==> src/rtl/fan_pkg.sv <==
package fan_pkg;
  localparam int DATA_W  = 32;
  localparam int ADDR_W  = 4;
  localparam int DUTY_W  = 8;
  localparam int DIV_W   = 15;
  localparam int CYC_W   = 11;
  localparam int DUTY_LSB = 16;
  localparam int CYC_LSB  = 15;

  typedef enum logic [1:0] {
    WSEL_CFG = 2'd0,
    WSEL_DIV = 2'd1,
    WSEL_NON = 2'd2,
    WSEL_CNT = 2'd3
  } wsel_e;
endpackage

==> src/rtl/fan_regs.sv <==
module fan_regs
  import fan_pkg::*;
#(
  parameter int CNT_W = 16
) (
  input  logic                 clk_i,
  input  logic                 rst_ni,
  input  logic                 we_i,
  input  logic [ADDR_W-1:0]    addr_i,
  input  logic [DATA_W-1:0]    wdata_i,
  input  logic [CNT_W-1:0]     cnt_i,
  output logic [DATA_W-1:0]    rdata_o,
  output logic [DUTY_W-1:0]    duty_o,
  output logic                 inv_o,
  output logic                 gate_o,
  output logic                 oc_o,
  output logic [DIV_W-1:0]     div_o
);
  localparam int PAD_W = DATA_W - CNT_W;

  wsel_e              wsel;
  logic               stat_q;
  logic [CYC_W-1:0]   cyc_q;
  logic               unused_bits;

  assign wsel        = wsel_e'(addr_i[3:2]);
  assign unused_bits = ^{addr_i[1:0], wdata_i[31:26], wdata_i[15:4]};

  always_ff @(posedge clk_i or negedge rst_ni) begin
    if (!rst_ni) begin
      duty_o <= '0;
      inv_o  <= 1'b0;
      gate_o <= 1'b0;
      oc_o   <= 1'b0;
      stat_q <= 1'b0;
      div_o  <= '0;
      cyc_q  <= '0;
    end else if (we_i) begin
      if (wsel == WSEL_CFG) begin
        duty_o <= wdata_i[DUTY_LSB +: DUTY_W];
        inv_o  <= wdata_i[3];
        gate_o <= wdata_i[2];
        oc_o   <= wdata_i[1];
        stat_q <= wdata_i[0];
      end
      if (wsel == WSEL_DIV) begin
        div_o <= wdata_i[DIV_W-1:0];
        cyc_q <= wdata_i[CYC_LSB +: CYC_W];
      end
    end
  end

  always_comb begin
    rdata_o = '0;
    unique case (wsel)
      WSEL_CFG: begin
        rdata_o[DUTY_LSB +: DUTY_W] = duty_o;
        rdata_o[3:0] = {inv_o, gate_o, oc_o, stat_q};
      end
      WSEL_DIV: begin
        rdata_o[DIV_W-1:0]          = div_o;
        rdata_o[CYC_LSB +: CYC_W]   = cyc_q;
      end
      WSEL_CNT: rdata_o = {{PAD_W{1'b0}}, cnt_i};
      default:  rdata_o = '0;
    endcase
  end

  // Config bits change only on a config write.
  assert_cfg_write_only_R13: assert property (@(posedge clk_i) disable iff (!rst_ni)
    !$stable(duty_o) |-> $past(we_i && addr_i[3:2] == 2'd0));
endmodule

==> src/rtl/fan_pwm_gen.sv <==
module fan_pwm_gen
  import fan_pkg::*;
(
  input  logic              clk_i,
  input  logic              rst_ni,
  input  logic [DUTY_W-1:0] duty_i,
  input  logic [DIV_W-1:0]  div_i,
  input  logic              inv_i,
  input  logic              gate_i,
  input  logic              oc_i,
  output logic              pwm_o,
  output logic              pwm_oe_o
);
  localparam logic [DUTY_W-1:0] PH_LAST = '1;

  logic [DIV_W-1:0]  pre_q, div_act_q;
  logic [DUTY_W-1:0] phase_q, duty_act_q;
  logic              tick, wrap, raw, lvl;

  assign tick = (pre_q == div_act_q);
  assign wrap = tick && (phase_q == PH_LAST);

  always_ff @(posedge clk_i or negedge rst_ni) begin
    if (!rst_ni) begin
      pre_q      <= '0;
      phase_q    <= '0;
      div_act_q  <= '0;
      duty_act_q <= '0;
    end else begin
      pre_q <= tick ? '0 : pre_q + 1'b1;
      if (tick) phase_q <= phase_q + 1'b1;
      // shadow copies reload only at a period boundary
      if (wrap) begin
        div_act_q  <= div_i;
        duty_act_q <= duty_i;
      end
    end
  end

  assign raw = (phase_q < duty_act_q);
  assign lvl = (raw & gate_i) ^ inv_i;

  always_ff @(posedge clk_i or negedge rst_ni) begin
    if (!rst_ni) begin
      pwm_o    <= 1'b0;
      pwm_oe_o <= 1'b1;
    end else begin
      pwm_o    <= oc_i ? 1'b0 : lvl;
      pwm_oe_o <= oc_i ? ~lvl : 1'b1;
    end
  end

  assert_prescale_bound_R4: assert property (@(posedge clk_i) disable iff (!rst_ni)
    pre_q <= div_act_q);
  assert_phase_hold_R4: assert property (@(posedge clk_i) disable iff (!rst_ni)
    !tick |=> $stable(phase_q));
  assert_shadow_at_wrap_R9: assert property (@(posedge clk_i) disable iff (!rst_ni)
    (!$stable(duty_act_q) || !$stable(div_act_q)) |-> $past(wrap));
  assert_gate_inactive_R7: assert property (@(posedge clk_i) disable iff (!rst_ni)
    $past(!gate_i && !oc_i) |-> (pwm_o == $past(inv_i)));
  assert_oc_no_high_R8: assert property (@(posedge clk_i) disable iff (!rst_ni)
    $past(oc_i) |-> (pwm_o == 1'b0));
endmodule

==> src/rtl/fan_tach_cnt.sv <==
module fan_tach_cnt #(
  parameter int CLK_HZ = 100_000_000,
  parameter int CNT_W  = 16
) (
  input  logic             clk_i,
  input  logic             rst_ni,
  input  logic             tach_i,
  output logic [CNT_W-1:0] cnt_o
);
  localparam int WIN_W = $clog2(CLK_HZ + 1);
  localparam logic [WIN_W-1:0] WIN_LAST = WIN_W'(CLK_HZ - 1);
  localparam logic [CNT_W-1:0] CNT_MAX  = '1;

  logic [2:0]       sync_q;
  logic [WIN_W-1:0] win_q;
  logic [CNT_W-1:0] acc_q, acc_nxt;
  logic             rise, win_end;

  always_ff @(posedge clk_i or negedge rst_ni) begin
    if (!rst_ni) sync_q <= '0;
    else         sync_q <= {sync_q[1:0], tach_i};
  end

  assign rise    = sync_q[1] & ~sync_q[2];
  assign win_end = (win_q == WIN_LAST);
  assign acc_nxt = (rise && acc_q != CNT_MAX) ? acc_q + 1'b1 : acc_q;

  always_ff @(posedge clk_i or negedge rst_ni) begin
    if (!rst_ni) begin
      win_q <= '0;
      acc_q <= '0;
      cnt_o <= '0;
    end else begin
      win_q <= win_end ? '0 : win_q + 1'b1;
      if (win_end) begin
        cnt_o <= acc_nxt;  // edge on closing cycle still counts
        acc_q <= '0;
      end else begin
        acc_q <= acc_nxt;
      end
    end
  end

  assert_sat_hold_R12: assert property (@(posedge clk_i) disable iff (!rst_ni)
    (acc_q == CNT_MAX && !win_end) |=> (acc_q == CNT_MAX));
  assert_cnt_at_window_R10: assert property (@(posedge clk_i) disable iff (!rst_ni)
    !$stable(cnt_o) |-> $past(win_end));
  assert_restart_R10: assert property (@(posedge clk_i) disable iff (!rst_ni)
    win_end |=> (acc_q == '0));
endmodule

==> src/rtl/fan_pwm_tach.sv <==
module fan_pwm_tach
  import fan_pkg::*;
#(
  parameter int CLK_HZ = 100_000_000,
  parameter int CNT_W  = 16
) (
  input  logic              clk_i,
  input  logic              rst_ni,
  input  logic              reg_we_i,
  input  logic [3:0]        reg_addr_i,
  input  logic [31:0]       reg_wdata_i,
  output logic [31:0]       reg_rdata_o,
  input  logic              tach_i,
  output logic              pwm_o,
  output logic              pwm_oe_o
);
  logic [DUTY_W-1:0] duty;
  logic [DIV_W-1:0]  div;
  logic              inv, gate, oc;
  logic [CNT_W-1:0]  cnt;

  fan_regs #(.CNT_W(CNT_W)) u_regs (
    .clk_i   (clk_i),
    .rst_ni  (rst_ni),
    .we_i    (reg_we_i),
    .addr_i  (reg_addr_i),
    .wdata_i (reg_wdata_i),
    .cnt_i   (cnt),
    .rdata_o (reg_rdata_o),
    .duty_o  (duty),
    .inv_o   (inv),
    .gate_o  (gate),
    .oc_o    (oc),
    .div_o   (div)
  );

  fan_pwm_gen u_pwm (
    .clk_i    (clk_i),
    .rst_ni   (rst_ni),
    .duty_i   (duty),
    .div_i    (div),
    .inv_i    (inv),
    .gate_i   (gate),
    .oc_i     (oc),
    .pwm_o    (pwm_o),
    .pwm_oe_o (pwm_oe_o)
  );

  fan_tach_cnt #(.CLK_HZ(CLK_HZ), .CNT_W(CNT_W)) u_tach (
    .clk_i  (clk_i),
    .rst_ni (rst_ni),
    .tach_i (tach_i),
    .cnt_o  (cnt)
  );

  assert_oe_push_pull_R8: assert property (@(posedge clk_i) disable iff (!rst_ni)
    $past(!oc) |-> pwm_oe_o);
endmodule

==> config.mk <==
export PLATFORM = sky130hd
export DESIGN_NAME = fan_pwm_tach
export DESIGN_NICKNAME = d
export VERILOG_FILES = /design/src/rtl/fan_pkg.sv /design/src/rtl/fan_regs.sv /design/src/rtl/fan_pwm_gen.sv /design/src/rtl/fan_tach_cnt.sv /design/src/rtl/fan_pwm_tach.sv
export SDC_FILE = /design/constraint.sdc
export NUM_CORES = 1
export LEC_CHECK = 0
export CORE_ASPECT_RATIO = 2
export CORE_MARGIN = 1
export CORE_UTILIZATION = 40
export DETAILED_ROUTE_END_ITERATION = 8
export GPL_ROUTABILITY_DRIVEN = 0
export SYNTH_ARGS = -nofsm -noshare
export SYNTH_HDL_FRONTEND = slang
export SYNTH_SLANG_ARGS = --single-unit
==> constraint.sdc <==
create_clock -name clk_i -period 5.6 [get_ports clk_i]
set_input_delay 0.56 -clock clk_i [delete_from_list [all_inputs] [get_ports clk_i]]
set_output_delay 0.56 -clock clk_i [all_outputs]
set_load 0.02 [all_outputs]
==> results.yml <==
logic_synthesis:
  yosysWarnings: 0
  synth-seq-cells: 148
  synth_cell_types: 49
  synth_area_sq_mm: 0.00709
  async_reset_ff_share_pct: 100
  netlist_instances: 631
  avgSynthCellArea_sq_um: 11.2
  ys_seq_area_share_pct: 52.2
  synthFlopType: "dfrtp_1"
  synth_edf_count: 0
die:
  io_pins: 74
  fp.dieH_um: 190
  fp-row-count: 68
  fp.coreArea_sq_mm: 0.0173
  fp.dieArea_sq_mm: 0.0183
  die_x_um: 96.2
  start_util_pct: 41.1
placed_design:
  io_buffers: 59
  hpwlAfterDp_um: 11300
  place_area_sq_mm: 0.00786
  dp_slack_ps: 2150
sta:
  layout_setup_ws_ps: 2170
  finClkSkew_ps: 14.4
  grt_setup_unrepaired: "false"
  fmax_mhz: 292
  setup_viol: 0
  period_minus_slack_ps: 3430
  final_hold_viol_count: 0
  relSlewSlack_pct: 26.3
  period_share_pct: 61.2
  timing.setup.tns_ps: 0
  worst_pin_slew_ps: 1100
  drv_slew: 0
grt:
  grt_max_degree: 86
  grt.overflow.total: 0
  grt_pass1_wl_um: 25800
  antenna_found_initial: 0
  grt_use_total_pct: 18.9
  grt_pass1_vias: 5149
worst_setup_path:
  critical_path.top_delay_family: "buffers and inverters"
  worstSetupEndpoint: "reg_rdata_o[7]"
  worstSetupStartpointType: "input pin"
  worst_r2r_endpoint: "u_pwm.div_act_q[14]"
  crit_top_cell: "clkdlybuf4s50_1"
  r2r_cells: 6
  rrSetupSlack_ps: 2750
  crit_fanout: 15
  crit_type: "input pin to output pin"
  required_ps: 5040
  path_depth: 5
  path_buf_inv: 3
  worst_r2r_startpoint: "u_pwm.pre_q[6]"
  arrival_ps: 2870
  critPathLaunch: "reg_addr_i[3]"
  critPathMaxStageDelay_ps: 930
  crit_path_cell_trace: "clkdlybuf4s50_1, buf_4, mux2i_1, nor2b_1, clkdlybuf4s50_1"
  cp-end-kind: "output pin"
  cp_slowest_cell: "clkdlybuf4s50_1"
clock_network:
  cts_resized: 0
  clk_path_buf_depth: 2
  post_cts_buffers: 0
  cts_hold_buffers: 0
  cts.clk_slew.worst_paths_ps: 60
  cts_buffers: 17
  root_buffer: "clkbuf_16"
  cts_tree: "yes"
  clock-sinks: 148
  htree_levels: 4
  clkLatencyLatePin_ps: 420
route:
  avgViaCountPerCell: 5.32
  drc_errors: 0
  wire_per_inst_um: 17.3
  drtAntennaViolNets: 0
  drt_pass1_iterations: 5
  dr.first_iter.drc_count: 187
  topRoutingLayerUsed: "met4"
  wl_met3_um: 370
  routed_wl_um: 15800
  m1WireLength_um: 6070
  met2_length_um: 8900
  vias: 4871
final_layout:
  antennaDiodeCount: 0
  stdcell_area_sq_mm: 0.00844
  synthToLayoutAreaGrowth_pct: 19.0
  nets: 744
  drive_gt1_share_pct: 15.7
run_status:
  status: "finished, final reports clean"
power:
  p_leak_nw: 3.74
  ir_drop_v: 0.000171
  powerDensity_mw_per_mm2: 311
hold_path:
  min_path_type: "input pin to asynchronous set/reset pin"
run:
  timing.max_cap.violations: 0
## cells in the final DEF, fill, tap and decap left out, drive strengths merged, types with 2 or more instances in the layout
cell type,n
clkinv,3
nor4,13
conb,6
nand3,26
ha,11
a22o,4
nor2b,17
clkinvlp,3
and2,4
and3,13
clkbuf,18
o21ai,22
nand4,19
mux2,66
buf,8
xnor2,24
o31ai,2
clkdlybuf4s50,58
nand2,42
bufinv,2
inv,19
nor2,66
nand2b,5
nor4b,2
a31oi,2
nor3,9
mux2i,22
nand3b,2
or3,2
dfrtp,147
xor2,45
nand4b,4
a21oi,2
or4b,3
and4,4
nor3b,2
## sequential cells by signal (all words and copies together), names as in the netlist, 8 cells and up
name              cells
u_regs.cyc_q         11
u_tach.cnt_o         16
u_pwm.div_act_q      15
u_tach.win_q         27
u_pwm.duty_act_q      8
u_regs.duty_o         8
u_pwm.phase_q         8
u_tach.acc_q         16
u_pwm.pre_q          15
u_regs.div_o         15
## worst min path at each step
stage / start / end / slack, ps / cells past startpoint
floorplan: rst_ni / u_pwm.div_act_q[0] / 260 / 0
global placement: u_tach.sync_q[0] / u_tach.sync_q[1] / 340 / 0
detailed placement: u_tach.sync_q[0] / u_tach.sync_q[1] / 340 / 0
CTS: rst_ni / u_regs.div_o[0] / 220 / 1
global route: rst_ni / u_regs.cyc_q[9] / 270 / 1
finish: rst_ni / u_regs.duty_o[6] / 190 / 1
## worst register-to-register path: stages (launching register included)
cell and delay, ps:
dfrtp_1 440, xor2_1 170, nor4_1 370, nand2_1 300, nor4_4 680, buf_4 380, mux2_2 380
## synth_stat cells, types with 2 or more instances
cell type | count | area, sq um
dfrtp_1 | 147 | 3680
nor2_1 | 66 | 248
mux2_2 | 65 | 732
xor2_1 | 45 | 394
nand2_1 | 42 | 158
nand3_1 | 26 | 130
xnor2_1 | 24 | 210
mux2i_1 | 22 | 220
o21ai_0 | 21 | 105
nand4_1 | 18 | 113
nor2b_1 | 17 | 106
clkbuf_1 | 15 | 56.3
inv_1 | 14 | 52.6
and3_1 | 13 | 81.3
ha_1 | 11 | 138
nor3_1 | 9 | 45.0
nor4_1 | 9 | 56.3
buf_4 | 7 | 52.6
nand2b_1 | 5 | 31.3
a22o_1 | 4 | 35.0
and2_1 | 4 | 25.0
and4_1 | 4 | 35.0
nand4b_1 | 4 | 35.0
buf_6 | 3 | 33.8
nor4_2 | 3 | 37.5
a21oi_1 | 2 | 10.0
a31oi_1 | 2 | 12.5
buf_2 | 2 | 10.0
nand3b_1 | 2 | 15.0
nor3b_1 | 2 | 15.0
nor4b_1 | 2 | 17.5
o31ai_1 | 2 | 15.0
or3_1 | 2 | 12.5
or4b_1 | 2 | 20.0
## stage by stage
stage	hold slack [ps]	utilization [%]	cells	total power, mW
floorplan	264	-	636	1.38
global placement	337	45.5	884	1.51
detailed placement	339	45.5	884	1.52
CTS	224	48.9	915	2.66
global route	266	48.9	915	2.74
finish	193	48.9	915	2.63
## cell families (layout without fill, tap and decap cells)
kind of cell,after synthesis,after routing,synth area share [%]
adders and majority gates,11,11,1.94
AOI/OAI and AO/OA,39,39,3.44
muxes,88,88,13.6
buffers and inverters,42,111,2.95
and+or+nand+nor,233,233,17.3
DFF,148,148,52.2
xor gates and xnor gates,69,69,8.52
other,1,6,0.0529
## metal layers
| metal | vias to the layer above | GRT usage [%] |
|---|---|---|
| met5 | - | 0 |
| met4 | 0 | 8.44 |
| met3 | 29 | 3.43 |
| met2 | 88 | 34.7 |
| met1 | 2441 | 20.3 |
| li1 | 2313 | - |
## report_power, final
group | switching (mW) | internal (mW)
combinational | 0.139 | 0.147
sequential | 0.0627 | 1.15
clock | 0.469 | 0.661
total | 0.671 | 1.95
## cell type report
| class | instances | area (sq um) |
|---|---|---|
| Fill cell | 1575 | 8830 |
| Sequential cell | 148 | 3700 |
| Multi-Input combinational cell | 446 | 3200 |
| Timing Repair Buffer | 66 | 644 |
| Clock buffer | 18 | 429 |
| Tap cell | 210 | 263 |
| Clock inverter | 13 | 149 |
| Inverter | 14 | 52.6 |
Power figures use the tool's default switching activity.
